### src/rtl/crb_pkg.sv
// Shared constants for the codec control register bank.
// Assumes 32-bit words and word indices decoded from byte address >> 2.
package crb_pkg;
    localparam int NUM_WORDS    = 11;
    localparam int IDX_CMD      = 0;
    localparam int IDX_CADDR    = 1;
    localparam int IDX_DOUT     = 2;
    localparam int IDX_DIN      = 3;
    localparam int IDX_RESERVED = 7;
    localparam int CH_STRIDE    = 4;
    localparam int CH_BASE      = 4;   // playback control; capture at +CH_STRIDE
    localparam int OFF_CTRL     = 0;
    localparam int OFF_ADDR     = 1;
    localparam int OFF_REM      = 2;
    localparam int REQ_BIT      = 0;
    localparam int DIR_BIT      = 1;
    localparam int EN_BIT       = 0;
endpackage

### src/rtl/crb_decode.sv
// Address decoder: turns a byte address into a one-hot word select.
// Assumes: address bits [1:0] are ignored; the reserved word and indices
// past the map select nothing.
module crb_decode
    import crb_pkg::*;
#(
    parameter int ADDR_W = 8
) (
    input  logic [ADDR_W-1:0]    addr,
    output logic [NUM_WORDS-1:0] sel
);
    localparam int IDX_W = ADDR_W - 2;

    logic [IDX_W-1:0] idx;
    logic             unused_low;

    assign idx        = addr[ADDR_W-1:2];
    assign unused_low = ^addr[1:0];

    for (genvar i = 0; i < NUM_WORDS; i++) begin : g_sel
        if (i == IDX_RESERVED) begin : g_res
            // Reserved word never selects storage.
            assign sel[i] = 1'b0;
        end else begin : g_live
            // Word i is selected when the index matches.
            assign sel[i] = (int'(idx) == i);
        end
    end
endmodule

### src/rtl/crb_cmd.sv
// Command register with the self-clearing request flag and the two
// direction-selected interrupt pulses (one cycle, in the cycle after the write).
// Assumes: wr_en is already qualified by address decode.
module crb_cmd
    import crb_pkg::*;
#(
    parameter int DATA_W = 32
) (
    input  logic              clk,
    input  logic              rst_n,
    input  logic              wr_en,
    input  logic [DATA_W-1:0] wdata,
    output logic [DATA_W-1:0] cmd_q,
    output logic              irq_req,
    output logic              irq_rep
);
    logic [DATA_W-1:0] clr_mask;

    assign clr_mask = ~(DATA_W'(1) << REQ_BIT);

    // Store the command word with the request flag removed.
    always_ff @(posedge clk) begin
        if (!rst_n) begin
            cmd_q <= '0;
        end else if (wr_en) begin
            cmd_q <= wdata & clr_mask;
        end
    end

    // Pulse the interrupt line chosen by the direction flag.
    always_ff @(posedge clk) begin
        if (!rst_n) begin
            irq_req <= 1'b0;
            irq_rep <= 1'b0;
        end else begin
            irq_req <= wr_en &  wdata[REQ_BIT] &  wdata[DIR_BIT];
            irq_rep <= wr_en &  wdata[REQ_BIT] & ~wdata[DIR_BIT];
        end
    end
endmodule

### src/rtl/crb_word.sv
// Plain read/write word register, cleared by reset.
// Assumes: wr_en is already qualified by address decode.
module crb_word #(
    parameter int DATA_W = 32
) (
    input  logic              clk,
    input  logic              rst_n,
    input  logic              wr_en,
    input  logic [DATA_W-1:0] wdata,
    output logic [DATA_W-1:0] q
);
    // Load on a bus write, clear on reset.
    always_ff @(posedge clk) begin
        if (!rst_n)     q <= '0;
        else if (wr_en) q <= wdata;
    end
endmodule

### src/rtl/crb_channel.sv
// One DMA channel's control, address and remaining registers.
// The DMA update loads address and remaining; a bus write to the same
// register in the same cycle takes precedence. Enable is control bit EN_BIT.
module crb_channel
    import crb_pkg::*;
#(
    parameter int DATA_W = 32
) (
    input  logic              clk,
    input  logic              rst_n,
    input  logic              wr_ctrl,
    input  logic              wr_addr,
    input  logic              wr_rem,
    input  logic [DATA_W-1:0] wdata,
    input  logic              upd_we,
    input  logic [DATA_W-1:0] upd_addr,
    input  logic [DATA_W-1:0] upd_rem,
    output logic [DATA_W-1:0] ctrl_q,
    output logic [DATA_W-1:0] addr_q,
    output logic [DATA_W-1:0] rem_q,
    output logic              en
);
    // Control word: bus only.
    always_ff @(posedge clk) begin
        if (!rst_n)       ctrl_q <= '0;
        else if (wr_ctrl) ctrl_q <= wdata;
    end

    // Buffer address: bus first, then DMA update.
    always_ff @(posedge clk) begin
        if (!rst_n)       addr_q <= '0;
        else if (wr_addr) addr_q <= wdata;
        else if (upd_we)  addr_q <= upd_addr;
    end

    // Remaining count: bus first, then DMA update.
    always_ff @(posedge clk) begin
        if (!rst_n)      rem_q <= '0;
        else if (wr_rem) rem_q <= wdata;
        else if (upd_we) rem_q <= upd_rem;
    end

    assign en = ctrl_q[EN_BIT];
endmodule

### src/rtl/codec_reg_bank.sv
// Codec control register bank top: decodes the word bus, holds the codec
// access and two DMA channel register groups, and muxes read data.
// Assumes single-cycle writes and combinational reads from bus_addr.
module codec_reg_bank
    import crb_pkg::*;
#(
    parameter int DATA_W = 32,
    parameter int ADDR_W = 8
) (
    input  logic              clk,
    input  logic              rst_n,
    input  logic [ADDR_W-1:0] bus_addr,
    input  logic              bus_we,
    input  logic [DATA_W-1:0] bus_wdata,
    output logic [DATA_W-1:0] bus_rdata,
    output logic              irq_cr_request,
    output logic              irq_cr_reply,
    output logic              play_en,
    output logic              cap_en,
    input  logic              play_upd_we,
    input  logic [DATA_W-1:0] play_upd_addr,
    input  logic [DATA_W-1:0] play_upd_rem,
    input  logic              cap_upd_we,
    input  logic [DATA_W-1:0] cap_upd_addr,
    input  logic [DATA_W-1:0] cap_upd_rem,
    output logic [DATA_W-1:0] play_addr,
    output logic [DATA_W-1:0] play_remaining,
    output logic [DATA_W-1:0] cap_addr,
    output logic [DATA_W-1:0] cap_remaining
);
    localparam int NUM_CH = 2;
    localparam int NUM_PLAIN = 3;   // codec address, data out, data in

    logic [NUM_WORDS-1:0] sel;
    logic [NUM_WORDS-1:0] wr;
    logic [DATA_W-1:0]    words [NUM_WORDS];

    logic [NUM_CH-1:0]    ch_upd_we;
    logic [DATA_W-1:0]    ch_upd_addr [NUM_CH];
    logic [DATA_W-1:0]    ch_upd_rem  [NUM_CH];
    logic [NUM_CH-1:0]    ch_en;
    logic [DATA_W-1:0]    ch_addr [NUM_CH];
    logic [DATA_W-1:0]    ch_rem  [NUM_CH];

    crb_decode #(.ADDR_W(ADDR_W)) u_dec (
        .addr (bus_addr),
        .sel  (sel)
    );

    assign wr = sel & {NUM_WORDS{bus_we}};

    crb_cmd #(.DATA_W(DATA_W)) u_cmd (
        .clk     (clk),
        .rst_n   (rst_n),
        .wr_en   (wr[IDX_CMD]),
        .wdata   (bus_wdata),
        .cmd_q   (words[IDX_CMD]),
        .irq_req (irq_cr_request),
        .irq_rep (irq_cr_reply)
    );

    for (genvar p = 0; p < NUM_PLAIN; p++) begin : g_plain
        crb_word #(.DATA_W(DATA_W)) u_word (
            .clk   (clk),
            .rst_n (rst_n),
            .wr_en (wr[IDX_CADDR + p]),
            .wdata (bus_wdata),
            .q     (words[IDX_CADDR + p])
        );
    end

    assign words[IDX_RESERVED] = '0;

    assign ch_upd_we[0]   = play_upd_we;
    assign ch_upd_addr[0] = play_upd_addr;
    assign ch_upd_rem[0]  = play_upd_rem;
    assign ch_upd_we[1]   = cap_upd_we;
    assign ch_upd_addr[1] = cap_upd_addr;
    assign ch_upd_rem[1]  = cap_upd_rem;

    for (genvar c = 0; c < NUM_CH; c++) begin : g_ch
        localparam int BASE = CH_BASE + c * CH_STRIDE;
        crb_channel #(.DATA_W(DATA_W)) u_ch (
            .clk      (clk),
            .rst_n    (rst_n),
            .wr_ctrl  (wr[BASE + OFF_CTRL]),
            .wr_addr  (wr[BASE + OFF_ADDR]),
            .wr_rem   (wr[BASE + OFF_REM]),
            .wdata    (bus_wdata),
            .upd_we   (ch_upd_we[c]),
            .upd_addr (ch_upd_addr[c]),
            .upd_rem  (ch_upd_rem[c]),
            .ctrl_q   (words[BASE + OFF_CTRL]),
            .addr_q   (words[BASE + OFF_ADDR]),
            .rem_q    (words[BASE + OFF_REM]),
            .en       (ch_en[c])
        );
        assign ch_addr[c] = words[BASE + OFF_ADDR];
        assign ch_rem[c]  = words[BASE + OFF_REM];
    end

    // Read mux: OR of the selected word; nothing selected reads zero.
    always_comb begin
        bus_rdata = '0;
        for (int i = 0; i < NUM_WORDS; i++) begin
            if (sel[i]) bus_rdata = bus_rdata | words[i];
        end
    end

    assign play_en        = ch_en[0];
    assign cap_en         = ch_en[1];
    assign play_addr      = ch_addr[0];
    assign play_remaining = ch_rem[0];
    assign cap_addr       = ch_addr[1];
    assign cap_remaining  = ch_rem[1];
endmodule

### config.mk
export PLATFORM = sky130hd
export DESIGN_NAME = codec_reg_bank
export DESIGN_NICKNAME = d
export VERILOG_FILES = /design/src/rtl/crb_pkg.sv /design/src/rtl/crb_decode.sv /design/src/rtl/crb_cmd.sv /design/src/rtl/crb_word.sv /design/src/rtl/crb_channel.sv /design/src/rtl/codec_reg_bank.sv
export SDC_FILE = /design/constraint.sdc
export NUM_CORES = 1
export LEC_CHECK = 0
export BUFFER_PORTS_ARGS = -buffer_cell sky130_fd_sc_hd__buf_4
export CAP_MARGIN = 5
export CORE_MARGIN = 3
export CORE_UTILIZATION = 40
export DETAILED_ROUTE_END_ITERATION = 12
export PLACE_DENSITY = 0.72
export SLEW_MARGIN = 5
export SYNTH_ARGS = -nofsm -noshare
export SYNTH_HDL_FRONTEND = slang
export SYNTH_SLANG_ARGS = --single-unit
### constraint.sdc
create_clock -name clk -period 3.54 [get_ports clk]
set_input_delay 0.708 -clock clk [delete_from_list [all_inputs] [get_ports clk]]
set_output_delay 0.708 -clock clk [all_outputs]
set_load 0.02 [all_outputs]
==> impl_metrics.prom, run 1 <==
# TYPE chip_impl_metric gauge
chip_impl_info{name="outcome",value="finished, final reports clean"} 1
chip_impl_info{name="layout_commonest_cell",value="sky130_fd_sc_hd__nand2_1"} 1
chip_impl_metric{name="multiInputGateArea",unit="µm²"} 8413
chip_impl_metric{name="ctsHoldBuffers",unit=""} 0
chip_impl_metric{name="globalplace.congestion",unit=""} 0.8388
chip_impl_info{name="crit_family",value="buffers and inverters"} 1
chip_impl_metric{name="synth-edff-count",unit=""} 0
chip_impl_metric{name="ys_types",unit=""} 32
chip_impl_metric{name="initial_core_util",unit="%"} 41.11
chip_impl_metric{name="worstPathMaxFanout",unit=""} 14
chip_impl_metric{name="p_leak",unit="nW"} 9.218
chip_impl_metric{name="postLayoutCellArea",unit="µm²"} 19640
chip_impl_metric{name="cts.clk_slew.worst_paths",unit="ps"} 60
chip_impl_metric{name="final_nets",unit=""} 2196
chip_impl_metric{name="detail_route.iter0.violations",unit=""} 1208
chip_impl_info{name="ys_dominant_reg_cell",value="sky130_fd_sc_hd__dfxtp_1"} 1
chip_impl_metric{name="dieArea",unit="µm²"} 41580
chip_impl_info{name="cp-startpoint",value="bus_addr[3]"} 1
chip_impl_metric{name="placed_area",unit="µm²"} 18500
chip_impl_metric{name="worst_hold_slack",unit="ps"} 450.6
chip_impl_metric{name="syn_nets",unit=""} 1959
chip_impl_metric{name="grt_antenna_before_repair",unit=""} 2
chip_impl_metric{name="ys_seq_area_share",unit="%"} 41.02
chip_impl_metric{name="final_min_period_over_clock_period",unit="%"} 89.30
chip_impl_metric{name="ioPinCount",unit=""} 337
chip_impl_info{name="hold_class",value="flop to flop"} 1
chip_impl_metric{name="buffer_ports.inserted",unit=""} 334
chip_impl_metric{name="timing.max_cap.violations",unit=""} 0
chip_impl_info{name="tritoncts_clock_tree",value="built"} 1
chip_impl_metric{name="grt_start_max_net_pins",unit=""} 130
chip_impl_metric{name="fillers",unit=""} 3497
chip_impl_info{name="critical_path.startpoint_type",value="primary input"} 1
chip_impl_metric{name="min_path_cells",unit=""} 2
chip_impl_metric{name="place.detailed.hpwl",unit="µm"} 37730
chip_impl_metric{name="synth-warning-count",unit=""} 0
chip_impl_metric{name="cts-htree-levels",unit=""} 2
chip_impl_info{name="path_common_cell",value="sky130_fd_sc_hd__buf_4"} 1
chip_impl_metric{name="placement_rows",unit=""} 71
chip_impl_metric{name="worst_ep_arrival_time",unit="ps"} 2450
chip_impl_metric{name="drive_gt1_share",unit="%"} 22.58
chip_impl_metric{name="vdd_ir_drop_max",unit="V"} 0.0002638
chip_impl_info{name="rsz0062_at_grt",value="false"} 1
chip_impl_metric{name="die_outline_width",unit="µm"} 203.9
chip_impl_metric{name="synth.avg_cell_area",unit="µm²"} 8.772
chip_impl_metric{name="final_antenna_net_count",unit=""} 0
chip_impl_metric{name="worst-r2r-setup-slack",unit="ps"} 2490
chip_impl_metric{name="grt.overflow.total",unit=""} 0
chip_impl_metric{name="netlist_instances",unit=""} 1786
chip_impl_metric{name="area.growth.synth_to_final",unit="%"} 25.36
chip_impl_metric{name="grt.total_usage",unit="%"} 25.51
chip_impl_metric{name="reg_area",unit="µm²"} 6426
chip_impl_metric{name="finalHoldViolCount",unit=""} 0
chip_impl_metric{name="async_reset_ff_share",unit="%"} 0
chip_impl_metric{name="cp_data_required_time",unit="ps"} 2830
chip_impl_info{name="worst_path_max_delay_cell",value="sky130_fd_sc_hd__a222oi_1"} 1
chip_impl_info{name="critical_path.reg2reg.endpoint",value="g_ch[1].u_ch.rem_q[21]$_SDFFE_PN0P_"} 1
chip_impl_metric{name="cts_setup_buffers",unit=""} 0
chip_impl_info{name="hold-path-endpoint",value="g_ch[1].u_ch.ctrl_q[13]$_SDFFE_PN0P_"} 1
chip_impl_info{name="crit_path_end_kind",value="output pin"} 1
chip_impl_metric{name="drc",unit=""} 0
chip_impl_metric{name="clk-insertion-delay-late",unit="ps"} 530
chip_impl_metric{name="routed_wire_length",unit="µm"} 55320
chip_impl_metric{name="worst_stage_delay_on_the_critical_path",unit="ps"} 540
chip_impl_metric{name="ys_ff_latch",unit=""} 321
chip_impl_info{name="hold_path.startpoint",value="g_ch[1].u_ch.ctrl_q[13]$_SDFFE_PN0P_"} 1
chip_impl_metric{name="fmaxAchievable",unit="GHz"} 0.3163
chip_impl_metric{name="worst_case_reg_to_reg_path_depth",unit=""} 3
chip_impl_metric{name="die_y",unit="µm"} 203.9
chip_impl_info{name="final_cell_mix",value="533 x sky130_fd_sc_hd__nand2_1, 382 x sky130_fd_sc_hd__buf_4, 321 x sky130_fd_sc_hd__dfxtp_1, 223 x sky130_fd_sc_hd__mux2i_1, 141 x sky130_fd_sc_hd__a21boi_0"} 1
chip_impl_metric{name="via_per_inst",unit=""} 5.580
chip_impl_metric{name="cts.repair.resized",unit=""} 0
chip_impl_metric{name="cts_inserted_buffers",unit=""} 36
chip_impl_metric{name="path_buf_inv",unit=""} 3
chip_impl_metric{name="worstMarginPinSlew",unit="ps"} 880.3
chip_impl_metric{name="core_region_area",unit="µm²"} 38110
chip_impl_metric{name="slew_limit_fails",unit=""} 0
chip_impl_metric{name="finalSetupTns",unit="ps"} 0
chip_impl_metric{name="slew-limit-headroom",unit="%"} 41.31
chip_impl_metric{name="timing.critical_path.depth",unit=""} 7
chip_impl_metric{name="grt_pass1_vias",unit=""} 13940
chip_impl_info{name="worstSetupPathType",value="primary input to output pin"} 1
chip_impl_metric{name="clock_skew",unit="ps"} 0
chip_impl_metric{name="final-setup-viol-count",unit=""} 0
chip_impl_metric{name="syn-cell-area",unit="µm²"} 15670
chip_impl_metric{name="ctsLongestPathBuffers",unit=""} 3
chip_impl_metric{name="detail_route.wl_per_cell",unit="µm"} 21.62
chip_impl_metric{name="vias",unit=""} 14270
chip_impl_metric{name="grt_pass1_wl",unit="µm"} 82990
chip_impl_metric{name="cts.sinks",unit=""} 321
chip_impl_info{name="ctsRootBufferMaster",value="sky130_fd_sc_hd__clkbuf_16"} 1
chip_impl_info{name="crit_chain",value="buf_4, and2_1, and2_1, buf_4, a222oi_1, nand3_1, buf_4"} 1
chip_impl_metric{name="dr.pass1.iters",unit=""} 9
chip_impl_metric{name="finalCriticalPeriod",unit="ps"} 3161
chip_impl_metric{name="power_per_cell_area",unit="nW/µm²"} 435.7
chip_impl_info{name="worst_r2r_startpoint",value="g_ch[1].u_ch.rem_q[21]$_SDFFE_PN0P_"} 1
==> routing by layer <==
layer	track usage (%)	wire length (µm)	share of wire [%]	up-vias
li1	-	-	-	6705
met1	34.30	23910	43	6921
met2	42.21	25920	47	558
met3	4.236	3982	7.2	88
met4	7.743	1497	2.7	2
met5	0	13	0.024	-
==> cell usage after synthesis (3+ instances only) <==
cell type,n,area share (%)
sky130_fd_sc_hd__a21boi_0,141,6.8
sky130_fd_sc_hd__a21boi_1,50,2.4
sky130_fd_sc_hd__a21oi_1,25,0.80
sky130_fd_sc_hd__a222oi_1,19,1.2
sky130_fd_sc_hd__a22oi_1,13,0.62
sky130_fd_sc_hd__and2_1,3,0.12
sky130_fd_sc_hd__and3_1,6,0.24
sky130_fd_sc_hd__buf_1,6,0.14
sky130_fd_sc_hd__buf_2,46,1.5
sky130_fd_sc_hd__buf_4,17,0.81
sky130_fd_sc_hd__buf_6,3,0.22
sky130_fd_sc_hd__clkbuf_1,119,2.9
sky130_fd_sc_hd__dfxtp_1,321,41
sky130_fd_sc_hd__mux2i_1,223,14
sky130_fd_sc_hd__nand2_1,533,13
sky130_fd_sc_hd__nand3_1,24,0.77
sky130_fd_sc_hd__nand3_2,5,0.32
sky130_fd_sc_hd__nor2_1,26,0.62
sky130_fd_sc_hd__nor3_1,4,0.13
sky130_fd_sc_hd__o211a_1,128,8.2
sky130_fd_sc_hd__o221ai_1,12,0.67
sky130_fd_sc_hd__o22a_1,19,1.1
sky130_fd_sc_hd__o2bb2ai_1,32,1.8
==> where the power goes <==
group | switching (W) | total (W) | internal, W
clock network | 0.00153 | 0.00365 | 0.00212
logic | 0.000589 | 0.00109 | 0.000501
registers | 0.000103 | 0.00382 | 0.00371
==> state kept, by name (all words and copies together) (netlist names) <==
signal and cells:
g_plain.u_word.q 96, g_ch.u_ch.addr_q 64, g_ch.u_ch.ctrl_q 64, g_ch.u_ch.rem_q 64, u_cmd.cmd_q 31, u_cmd.irq_rep 1
u_cmd.irq_req 1
==> how the worst max path moves through the flow <==
stage                    end  slack [ps]
4_1_cts        bus_rdata[25]         370
3_5_place_dp   bus_rdata[25]         380
3_3_place_gp   bus_rdata[25]         400
2_1_floorplan   bus_rdata[0]         640
6_report       bus_rdata[25]         380
5_1_grt        bus_rdata[31]         300
==> cells by family (layout without fill, tap and decap cells) <==
group | Yosys count | in the layout | synth area share [%]
AND/OR/NAND/NOR | 608 | 608 | 15.57
multiplexers | 224 | 224 | 14.32
flip-flops | 321 | 321 | 41.02
AO/OA/AOI/OAI | 441 | 441 | 23.57
buffers and inverters | 192 | 452 | 5.518
other | 0 | 1 | 0
==> worst reg2reg max path, stage by stage, from the launching register on <==
cell	delay (ps)
sky130_fd_sc_hd__dfxtp_1	380
sky130_fd_sc_hd__mux2i_1	310
sky130_fd_sc_hd__nand2_1	120
sky130_fd_sc_hd__o211a_1	140
==> final cells by class <==
cell class | count | area share (%)
Multi-Input combinational cell | 1273 | 42.84
Sequential cell | 321 | 32.72
Timing Repair Buffer | 390 | 15.39
Clock buffer | 50 | 5.269
Tap cell | 511 | 3.255
Clock inverter | 11 | 0.5033
Inverter | 1 | 0.01911
Antenna cell | 1 | 0.01274
==> through the flow <==
stage          cells  setup WS (ps)  power [W]  utilization [%]
2_1_floorplan   1786          642.4   0.004476                -
3_3_place_gp    2496          398.9   0.004964            48.55
3_5_place_dp    2496          380.1   0.004980            48.55
4_1_cts         2557          374.7   0.008594            51.53
5_1_grt         2558          302.0   0.008832            51.53
6_report        2558          378.8   0.008557            51.53
No activity file was read; power rests on OpenSTA's default activity.
==> run 2: changes to the inputs <==
--- a/config.mk
+++ b/config.mk
@@ -10,8 +10,9 @@
 export CORE_MARGIN = 3
 export CORE_UTILIZATION = 40
 export DETAILED_ROUTE_END_ITERATION = 12
-export PLACE_DENSITY = 0.72
+export PLACE_DENSITY = 0.71
 export SLEW_MARGIN = 5
 export SYNTH_ARGS = -nofsm -noshare
 export SYNTH_HDL_FRONTEND = slang
+export SYNTH_HIERARCHICAL = 1
 export SYNTH_SLANG_ARGS = --single-unit
==> impl_metrics.prom, run 2 <==
# TYPE chip_impl_metric gauge
chip_impl_metric{name="reg_area",unit="µm²"} 6426
chip_impl_metric{name="cts.repair.resized",unit=""} 0
chip_impl_metric{name="clock_skew",unit="ps"} 0
chip_impl_metric{name="cts_setup_buffers",unit=""} 0
chip_impl_metric{name="slew-limit-headroom",unit="%"} 55.80
chip_impl_metric{name="synth-warning-count",unit=""} 6
chip_impl_metric{name="cts-htree-levels",unit=""} 2
chip_impl_metric{name="place.detailed.hpwl",unit="µm"} 32120
chip_impl_metric{name="grt.total_usage",unit="%"} 22.54
chip_impl_metric{name="cp_data_required_time",unit="ps"} 2830
chip_impl_metric{name="ctsHoldBuffers",unit=""} 0
chip_impl_metric{name="final_nets",unit=""} 1895
chip_impl_metric{name="netlist_instances",unit=""} 1447
chip_impl_metric{name="cts_inserted_buffers",unit=""} 37
chip_impl_metric{name="routed_wire_length",unit="µm"} 51030
chip_impl_metric{name="fillers",unit=""} 3545
chip_impl_metric{name="place_worst_setup_slack",unit="ps"} 396.8
chip_impl_info{name="outcome",value="finished, final reports clean"} 1
chip_impl_info{name="crit_path_end_kind",value="output pin"} 1
chip_impl_metric{name="grt_pass1_wl",unit="µm"} 78450
chip_impl_metric{name="detail_route.iter0.violations",unit=""} 823
chip_impl_metric{name="worst_ep_arrival_time",unit="ps"} 2440
chip_impl_metric{name="die_outline_width",unit="µm"} 209.3
chip_impl_metric{name="placed_area",unit="µm²"} 19230
chip_impl_metric{name="ioPinCount",unit=""} 337
chip_impl_metric{name="grt_antenna_before_repair",unit=""} 1
chip_impl_metric{name="grt_start_max_net_pins",unit=""} 102
chip_impl_info{name="hold_class",value="primary input to flop"} 1
chip_impl_metric{name="vias",unit=""} 12490
chip_impl_metric{name="postLayoutCellArea",unit="µm²"} 20470
chip_impl_metric{name="synth.avg_cell_area",unit="µm²"} 11.43
chip_impl_info{name="tritoncts_clock_tree",value="built"} 1
chip_impl_info{name="register_bank_with_the_most_flops",value="g_plain.u_word/q"} 1
chip_impl_info{name="critical_path.startpoint_type",value="primary input"} 1
chip_impl_metric{name="placement_rows",unit=""} 73
chip_impl_metric{name="detail_route.wl_per_cell",unit="µm"} 22.42
chip_impl_info{name="final_cell_mix",value="353 x sky130_fd_sc_hd__buf_4, 321 x sky130_fd_sc_hd__dfxtp_1, 191 x sky130_fd_sc_hd__mux2i_1, 191 x sky130_fd_sc_hd__nor2b_1, 128 x sky130_fd_sc_hd__o211a_1"} 1
chip_impl_metric{name="fmaxAchievable",unit="GHz"} 0.3175
chip_impl_metric{name="die_y",unit="µm"} 209.3
chip_impl_metric{name="total_power_consumption",unit="W"} 0.008721
chip_impl_metric{name="cts.clk_slew.worst_paths",unit="ps"} 60
chip_impl_metric{name="globalplace.congestion",unit=""} 0.7667
chip_impl_metric{name="postLayoutSetupSlackWorst",unit="ps"} 390.8
chip_impl_metric{name="clk-insertion-delay-late",unit="ps"} 520
chip_impl_info{name="rsz0062_at_grt",value="false"} 1
chip_impl_metric{name="initial_core_util",unit="%"} 41.05
chip_impl_metric{name="worst_stage_delay_on_the_critical_path",unit="ps"} 620
chip_impl_info{name="crit_chain",value="buf_4, or4_4, nor2_4, buf_12, a22o_2, a221oi_1, nand4_1, buf_4"} 1
chip_impl_info{name="path_common_cell",value="sky130_fd_sc_hd__buf_4"} 1
chip_impl_metric{name="vdd_ir_drop_max",unit="V"} 0.0002509
chip_impl_info{name="ctsRootBufferMaster",value="sky130_fd_sc_hd__clkbuf_16"} 1
chip_impl_metric{name="via_per_inst",unit=""} 5.488
chip_impl_metric{name="buffer_ports.inserted",unit=""} 334
chip_impl_metric{name="drive_gt1_share",unit="%"} 35.11
chip_impl_metric{name="power_per_cell_area",unit="nW/µm²"} 426.1
chip_impl_metric{name="final_min_period_over_clock_period",unit="%"} 88.96
chip_impl_metric{name="final-setup-viol-count",unit=""} 0
chip_impl_metric{name="largest_register_ffs",unit=""} 96
chip_impl_metric{name="finalHoldViolCount",unit=""} 0
chip_impl_metric{name="final_instance_count_without_filler_cells",unit=""} 2276
chip_impl_metric{name="worstPathMaxFanout",unit=""} 33
chip_impl_info{name="worst_path_max_delay_cell",value="sky130_fd_sc_hd__or4_4"} 1
chip_impl_metric{name="worstMarginPinSlew",unit="ps"} 663.0
chip_impl_metric{name="slew_limit_fails",unit=""} 0
chip_impl_metric{name="grt.overflow.total",unit=""} 0
chip_impl_metric{name="syn-cell-area",unit="µm²"} 16530
chip_impl_metric{name="core_region_area",unit="µm²"} 40280
chip_impl_info{name="worstSetupPathType",value="primary input to output pin"} 1
chip_impl_metric{name="finalSetupTns",unit="ps"} 0
chip_impl_info{name="layout_commonest_cell",value="sky130_fd_sc_hd__buf_4"} 1
chip_impl_metric{name="multiInputGateArea",unit="µm²"} 9096
chip_impl_metric{name="syn_nets",unit=""} 1620
chip_impl_metric{name="final_antenna_net_count",unit=""} 0
chip_impl_metric{name="dieArea",unit="µm²"} 43810
chip_impl_metric{name="dpl.cell_count",unit=""} 2208
chip_impl_metric{name="finalCriticalPeriod",unit="ps"} 3149
chip_impl_metric{name="p_leak",unit="nW"} 8.921
chip_impl_metric{name="ctsLongestPathBuffers",unit=""} 3
chip_impl_metric{name="timing.max_cap.violations",unit=""} 0
chip_impl_metric{name="grt_pass1_vias",unit=""} 13000
chip_impl_metric{name="area.growth.synth_to_final",unit="%"} 23.80
chip_impl_metric{name="dr.pass1.iters",unit=""} 5
chip_impl_metric{name="drc",unit=""} 0
chip_impl_metric{name="cts.sinks",unit=""} 321
chip_impl_metric{name="worst-r2r-setup-slack",unit="ps"} 2570
## run 2: final cells by class
class / instances / share of cell area (%)
clock inverter: 11 / 0.7029
antenna: 2 / 0.02445
multi-input combinational: 988 / 44.44
timing repair buffer: 373 / 14.87
clock buffer: 55 / 5.342
sequential: 321 / 31.39
tap: 525 / 3.209
inverter: 1 / 0.01834
## run 2: layer usage
metal  global-route usage, %  share of wire (%)  up-vias
met1                   30.28                 45     6202
li1                        -                  -     5840
met5                       0                  0        -
met3                   3.976                5.5       68
met2                   37.09                 47      381
met4                   6.859                2.3        0
## run 2: path summary, 6_finish.rpt
path                                             start                              endpoint  depth (start not counted)
hold / removal                            bus_wdata[1]              u_cmd/irq_rep$_SDFF_PN0_                          2
setup / recovery                           bus_addr[7]                         bus_rdata[31]                          8
hold reg to reg   g_plain[2].u_word/q[16]$_SDFFE_PN0P_  g_plain[2].u_word/q[16]$_SDFFE_PN0P_                          2
setup reg to reg  g_ch[0].u_ch/addr_q[17]$_SDFFE_PN0P_  g_ch[0].u_ch/addr_q[17]$_SDFFE_PN0P_                          2
## run 2: through the flow
stage / hold WS [ps] / util (%)
after floorplan: 483.0 / -
after global placement: 496.3 / 47.73
after detailed placement: 503.1 / 47.73
after CTS: 406.6 / 50.81
after global routing: 439.9 / 50.81
final: 447.3 / 50.82
## run 2: worst max-delay path: cells and delay by family
| kind | cells | cell delay (ps) |
|---|---|---|
| buffers and inverters | 3 | 550 |
| AO/OA/AOI/OAI | 2 | 240 |
| AND/OR/NAND/NOR | 3 | 940 |
## run 2: power by group
part,internal [W],switching [W],leakage (nW)
Combinational,0.000549,0.000452,5.70
Sequential,0.00371,0.000105,2.61
Clock,0.00236,0.00154,0.609
==> run 3: changes to the inputs <==
--- a/config.mk
+++ b/config.mk
@@ -7,6 +7,7 @@
 export LEC_CHECK = 0
 export BUFFER_PORTS_ARGS = -buffer_cell sky130_fd_sc_hd__buf_4
 export CAP_MARGIN = 5
+export CORE_ASPECT_RATIO = 0.5
 export CORE_MARGIN = 3
 export CORE_UTILIZATION = 40
 export DETAILED_ROUTE_END_ITERATION = 12
==> impl_metrics.prom, run 3 (synthesis results as in run 2) <==
# TYPE chip_impl_metric gauge
chip_impl_metric{name="grt_antenna_before_repair",unit=""} 0
chip_impl_metric{name="final_min_period_over_clock_period",unit="%"} 89.94
chip_impl_info{name="register_bank_with_the_most_flops",value="g_plain.u_word/q"} 1
chip_impl_metric{name="seq_power_share",unit="%"} 45.0
chip_impl_metric{name="initial_core_util",unit="%"} 41.53
chip_impl_metric{name="worst_case_reg_to_reg_path_depth",unit=""} 2
chip_impl_metric{name="final-setup-viol-count",unit=""} 0
chip_impl_metric{name="vdd_ir_drop_max",unit="V"} 0.0002582
chip_impl_metric{name="clock_skew",unit="ps"} 0
chip_impl_metric{name="drc",unit=""} 0
chip_impl_metric{name="worst_stage_delay_on_the_critical_path",unit="ps"} 610
chip_impl_metric{name="final_nets",unit=""} 1896
chip_impl_info{name="hold_path.startpoint",value="bus_wdata[1]"} 1
chip_impl_metric{name="final_antenna_net_count",unit=""} 0
chip_impl_info{name="crit_chain",value="buf_4, or4b_4, nor2_4, buf_4, a22o_1, a221oi_2, nand4_1, buf_4"} 1
chip_impl_metric{name="worstPathMaxFanout",unit=""} 21
chip_impl_metric{name="cts.repair.resized",unit=""} 0
chip_impl_info{name="worst_path_max_delay_cell",value="sky130_fd_sc_hd__or4b_4"} 1
chip_impl_metric{name="fmaxAchievable",unit="GHz"} 0.3141
chip_impl_metric{name="detail_route.wl_per_cell",unit="µm"} 21.52
chip_impl_info{name="path_common_cell",value="sky130_fd_sc_hd__buf_4"} 1
chip_impl_metric{name="die_outline_width",unit="µm"} 293.5
chip_impl_metric{name="power_per_cell_area",unit="nW/µm²"} 415.6
chip_impl_metric{name="power.switching",unit="W"} 0.002044
chip_impl_info{name="final_cell_mix",value="361 x sky130_fd_sc_hd__buf_4, 321 x sky130_fd_sc_hd__dfxtp_1, 191 x sky130_fd_sc_hd__mux2i_1, 191 x sky130_fd_sc_hd__nor2b_1, 128 x sky130_fd_sc_hd__o211a_1"} 1
chip_impl_info{name="worstSetupPathType",value="primary input to output pin"} 1
chip_impl_metric{name="worst_ep_arrival_time",unit="ps"} 2480
chip_impl_info{name="hold-path-endpoint",value="u_cmd/irq_rep$_SDFF_PN0_"} 1
chip_impl_metric{name="final_instance_count_without_filler_cells",unit=""} 2277
chip_impl_metric{name="cts-htree-levels",unit=""} 1
chip_impl_metric{name="min_path_cells",unit=""} 2
chip_impl_info{name="layout_commonest_cell",value="sky130_fd_sc_hd__buf_4"} 1
chip_impl_metric{name="area.growth.synth_to_final",unit="%"} 23.36
chip_impl_metric{name="detail_route.iter0.violations",unit=""} 754
chip_impl_metric{name="grt_start_max_net_pins",unit=""} 128
chip_impl_info{name="tritoncts_clock_tree",value="built"} 1
chip_impl_info{name="critical_path.startpoint_type",value="primary input"} 1
chip_impl_metric{name="globalplace.congestion",unit=""} 0.7663
chip_impl_metric{name="grt.overflow.total",unit=""} 0
chip_impl_metric{name="cts.clk_slew.worst_paths",unit="ps"} 60
chip_impl_metric{name="buffer_ports.inserted",unit=""} 334
chip_impl_metric{name="routed_wire_length",unit="µm"} 49000
chip_impl_info{name="rsz0062_at_grt",value="false"} 1
chip_impl_metric{name="cts.sinks",unit=""} 321
chip_impl_metric{name="grt.total_usage",unit="%"} 21.40
chip_impl_metric{name="slew-limit-headroom",unit="%"} 47.00
chip_impl_metric{name="pwr-share-comb",unit="%"} 11.7
chip_impl_metric{name="place.detailed.hpwl",unit="µm"} 32410
chip_impl_info{name="hold_class",value="primary input to flop"} 1
chip_impl_metric{name="fillers",unit=""} 3657
chip_impl_info{name="critical_path.reg2reg.endpoint",value="g_ch[1].u_ch/addr_q[5]$_SDFFE_PN0P_"} 1
chip_impl_metric{name="switching_fraction",unit="%"} 24.12
chip_impl_metric{name="post-route-util",unit="%"} 51.23
chip_impl_metric{name="via_per_inst",unit=""} 5.433
chip_impl_info{name="worst_r2r_startpoint",value="g_ch[1].u_ch/addr_q[5]$_SDFFE_PN0P_"} 1
chip_impl_metric{name="dieArea",unit="µm²"} 43960
chip_impl_metric{name="ioPinCount",unit=""} 337
chip_impl_metric{name="finalHoldViolCount",unit=""} 0
chip_impl_metric{name="cts_inserted_buffers",unit=""} 31
chip_impl_metric{name="drive_gt1_share",unit="%"} 35.37
chip_impl_metric{name="ctsHoldBuffers",unit=""} 0
chip_impl_metric{name="clock_power_share",unit="%"} 43.3
chip_impl_info{name="ctsRootBufferMaster",value="sky130_fd_sc_hd__clkbuf_16"} 1
chip_impl_metric{name="grt_pass1_vias",unit=""} 12530
chip_impl_metric{name="largest_register_ffs",unit=""} 96
chip_impl_metric{name="cp_data_required_time",unit="ps"} 2830
chip_impl_metric{name="slew_limit_fails",unit=""} 0
chip_impl_metric{name="clk-insertion-delay-late",unit="ps"} 560
chip_impl_info{name="crit_path_end_kind",value="output pin"} 1
chip_impl_metric{name="die_y",unit="µm"} 149.8
chip_impl_metric{name="p_leak",unit="nW"} 8.903
chip_impl_metric{name="dr.pass1.iters",unit=""} 5
chip_impl_metric{name="total_power_consumption",unit="W"} 0.008477
chip_impl_metric{name="worst-r2r-setup-slack",unit="ps"} 2590
chip_impl_metric{name="ctsLongestPathBuffers",unit=""} 3
chip_impl_metric{name="cts_setup_buffers",unit=""} 0
chip_impl_metric{name="timing.max_cap.violations",unit=""} 0
chip_impl_metric{name="core_region_area",unit="µm²"} 39820
chip_impl_metric{name="placement_rows",unit=""} 51
chip_impl_metric{name="dpl.cell_count",unit=""} 2220
chip_impl_metric{name="place_worst_setup_slack",unit="ps"} 371.5
chip_impl_metric{name="postLayoutSetupSlackWorst",unit="ps"} 356.1
chip_impl_metric{name="worstMarginPinSlew",unit="ps"} 794.9
chip_impl_metric{name="internal-power",unit="W"} 0.006433
chip_impl_metric{name="antennaDiodeCount",unit=""} 0
chip_impl_metric{name="finalSetupTns",unit="ps"} 0
chip_impl_metric{name="finalCriticalPeriod",unit="ps"} 3184
chip_impl_info{name="outcome",value="finished, final reports clean"} 1
chip_impl_metric{name="vias",unit=""} 12370
chip_impl_metric{name="grt_pass1_wl",unit="µm"} 74440
-- run 3: cell types whose count changed in the layout (fill, tap and decap cells not counted) --
| cell | delta |
|---|---|
| sky130_fd_sc_hd__buf_4 | +8 |
| sky130_fd_sc_hd__clkbuf_1 | -6 |
| sky130_fd_sc_hd__clkbuf_16 | -6 |
| sky130_fd_sc_hd__clkbuf_8 | -4 |
| sky130_fd_sc_hd__bufinv_16 | +3 |
| sky130_fd_sc_hd__clkinv_2 | +3 |
| sky130_fd_sc_hd__diode_2 | -2 |
| sky130_fd_sc_hd__buf_12 | -1 |
| sky130_fd_sc_hd__clkinv_4 | +1 |
-- run 3: layout make-up --
class                      instances  area, µm²  share of cell area (%)
multi-input combinational        988       9096                   44.60
tap                              530      663.1                   3.251
sequential                       321       6426                   31.51
clock inverter                    18      257.7                   1.264
inverter                           1      3.754                 0.01840
clock buffer                      39      865.8                   4.245
timing repair buffer             380       3084                   15.12
-- run 3: worst max path at each step --
stage	slack, ps	endpoint	startpoint	depth (start not counted)
2_1_floorplan	640	bus_rdata[12]	bus_addr[7]	6
3_3_place_gp	380	bus_rdata[20]	bus_addr[7]	8
3_5_place_dp	370	bus_rdata[20]	bus_addr[7]	8
4_1_cts	370	bus_rdata[20]	bus_addr[7]	8
5_1_grt	300	bus_rdata[21]	bus_addr[7]	7
6_report	360	bus_rdata[20]	bus_addr[7]	8
-- run 3: through the flow --
stage | cell area, µm² | hold slack [ps]
3_5_place_dp | 19270 | 503.0
5_1_grt | 20400 | 383.1
2_1_floorplan | 16530 | 483.0
3_3_place_gp | 19270 | 496.1
4_1_cts | 20400 | 369.2
6_report | 20400 | 411.2
-- run 3: power groups by stage --
stage	Combinational (W)	Sequential (W)	Clock, W
2_1_floorplan	0.000477	0.00397	0
3_3_place_gp	0.000991	0.00389	0
3_5_place_dp	0.000996	0.00389	0
4_1_cts	0.000999	0.00381	0.00375
5_1_grt	0.00105	0.00382	0.00388
6_report	0.000995	0.00381	0.00367
-- run 3: layer usage --
metal  GRT usage [%]  vias to the layer above  share of wire [%]  wire, µm
met5               0                        -                  0         0
met4           5.329                        0                2.2      1057
li1                -                     5858                  -         -
met3           2.521                       65                3.1      1531
met1           28.38                     6213                 45     22060
met2           37.32                      236                 50     24350
-- run 3: critical path: cells and delay by family --
kind	cells	cell delay, ps
AND/OR/NAND/NOR	3	860
AO/OA/AOI/OAI	2	260
buffers and inverters	3	620
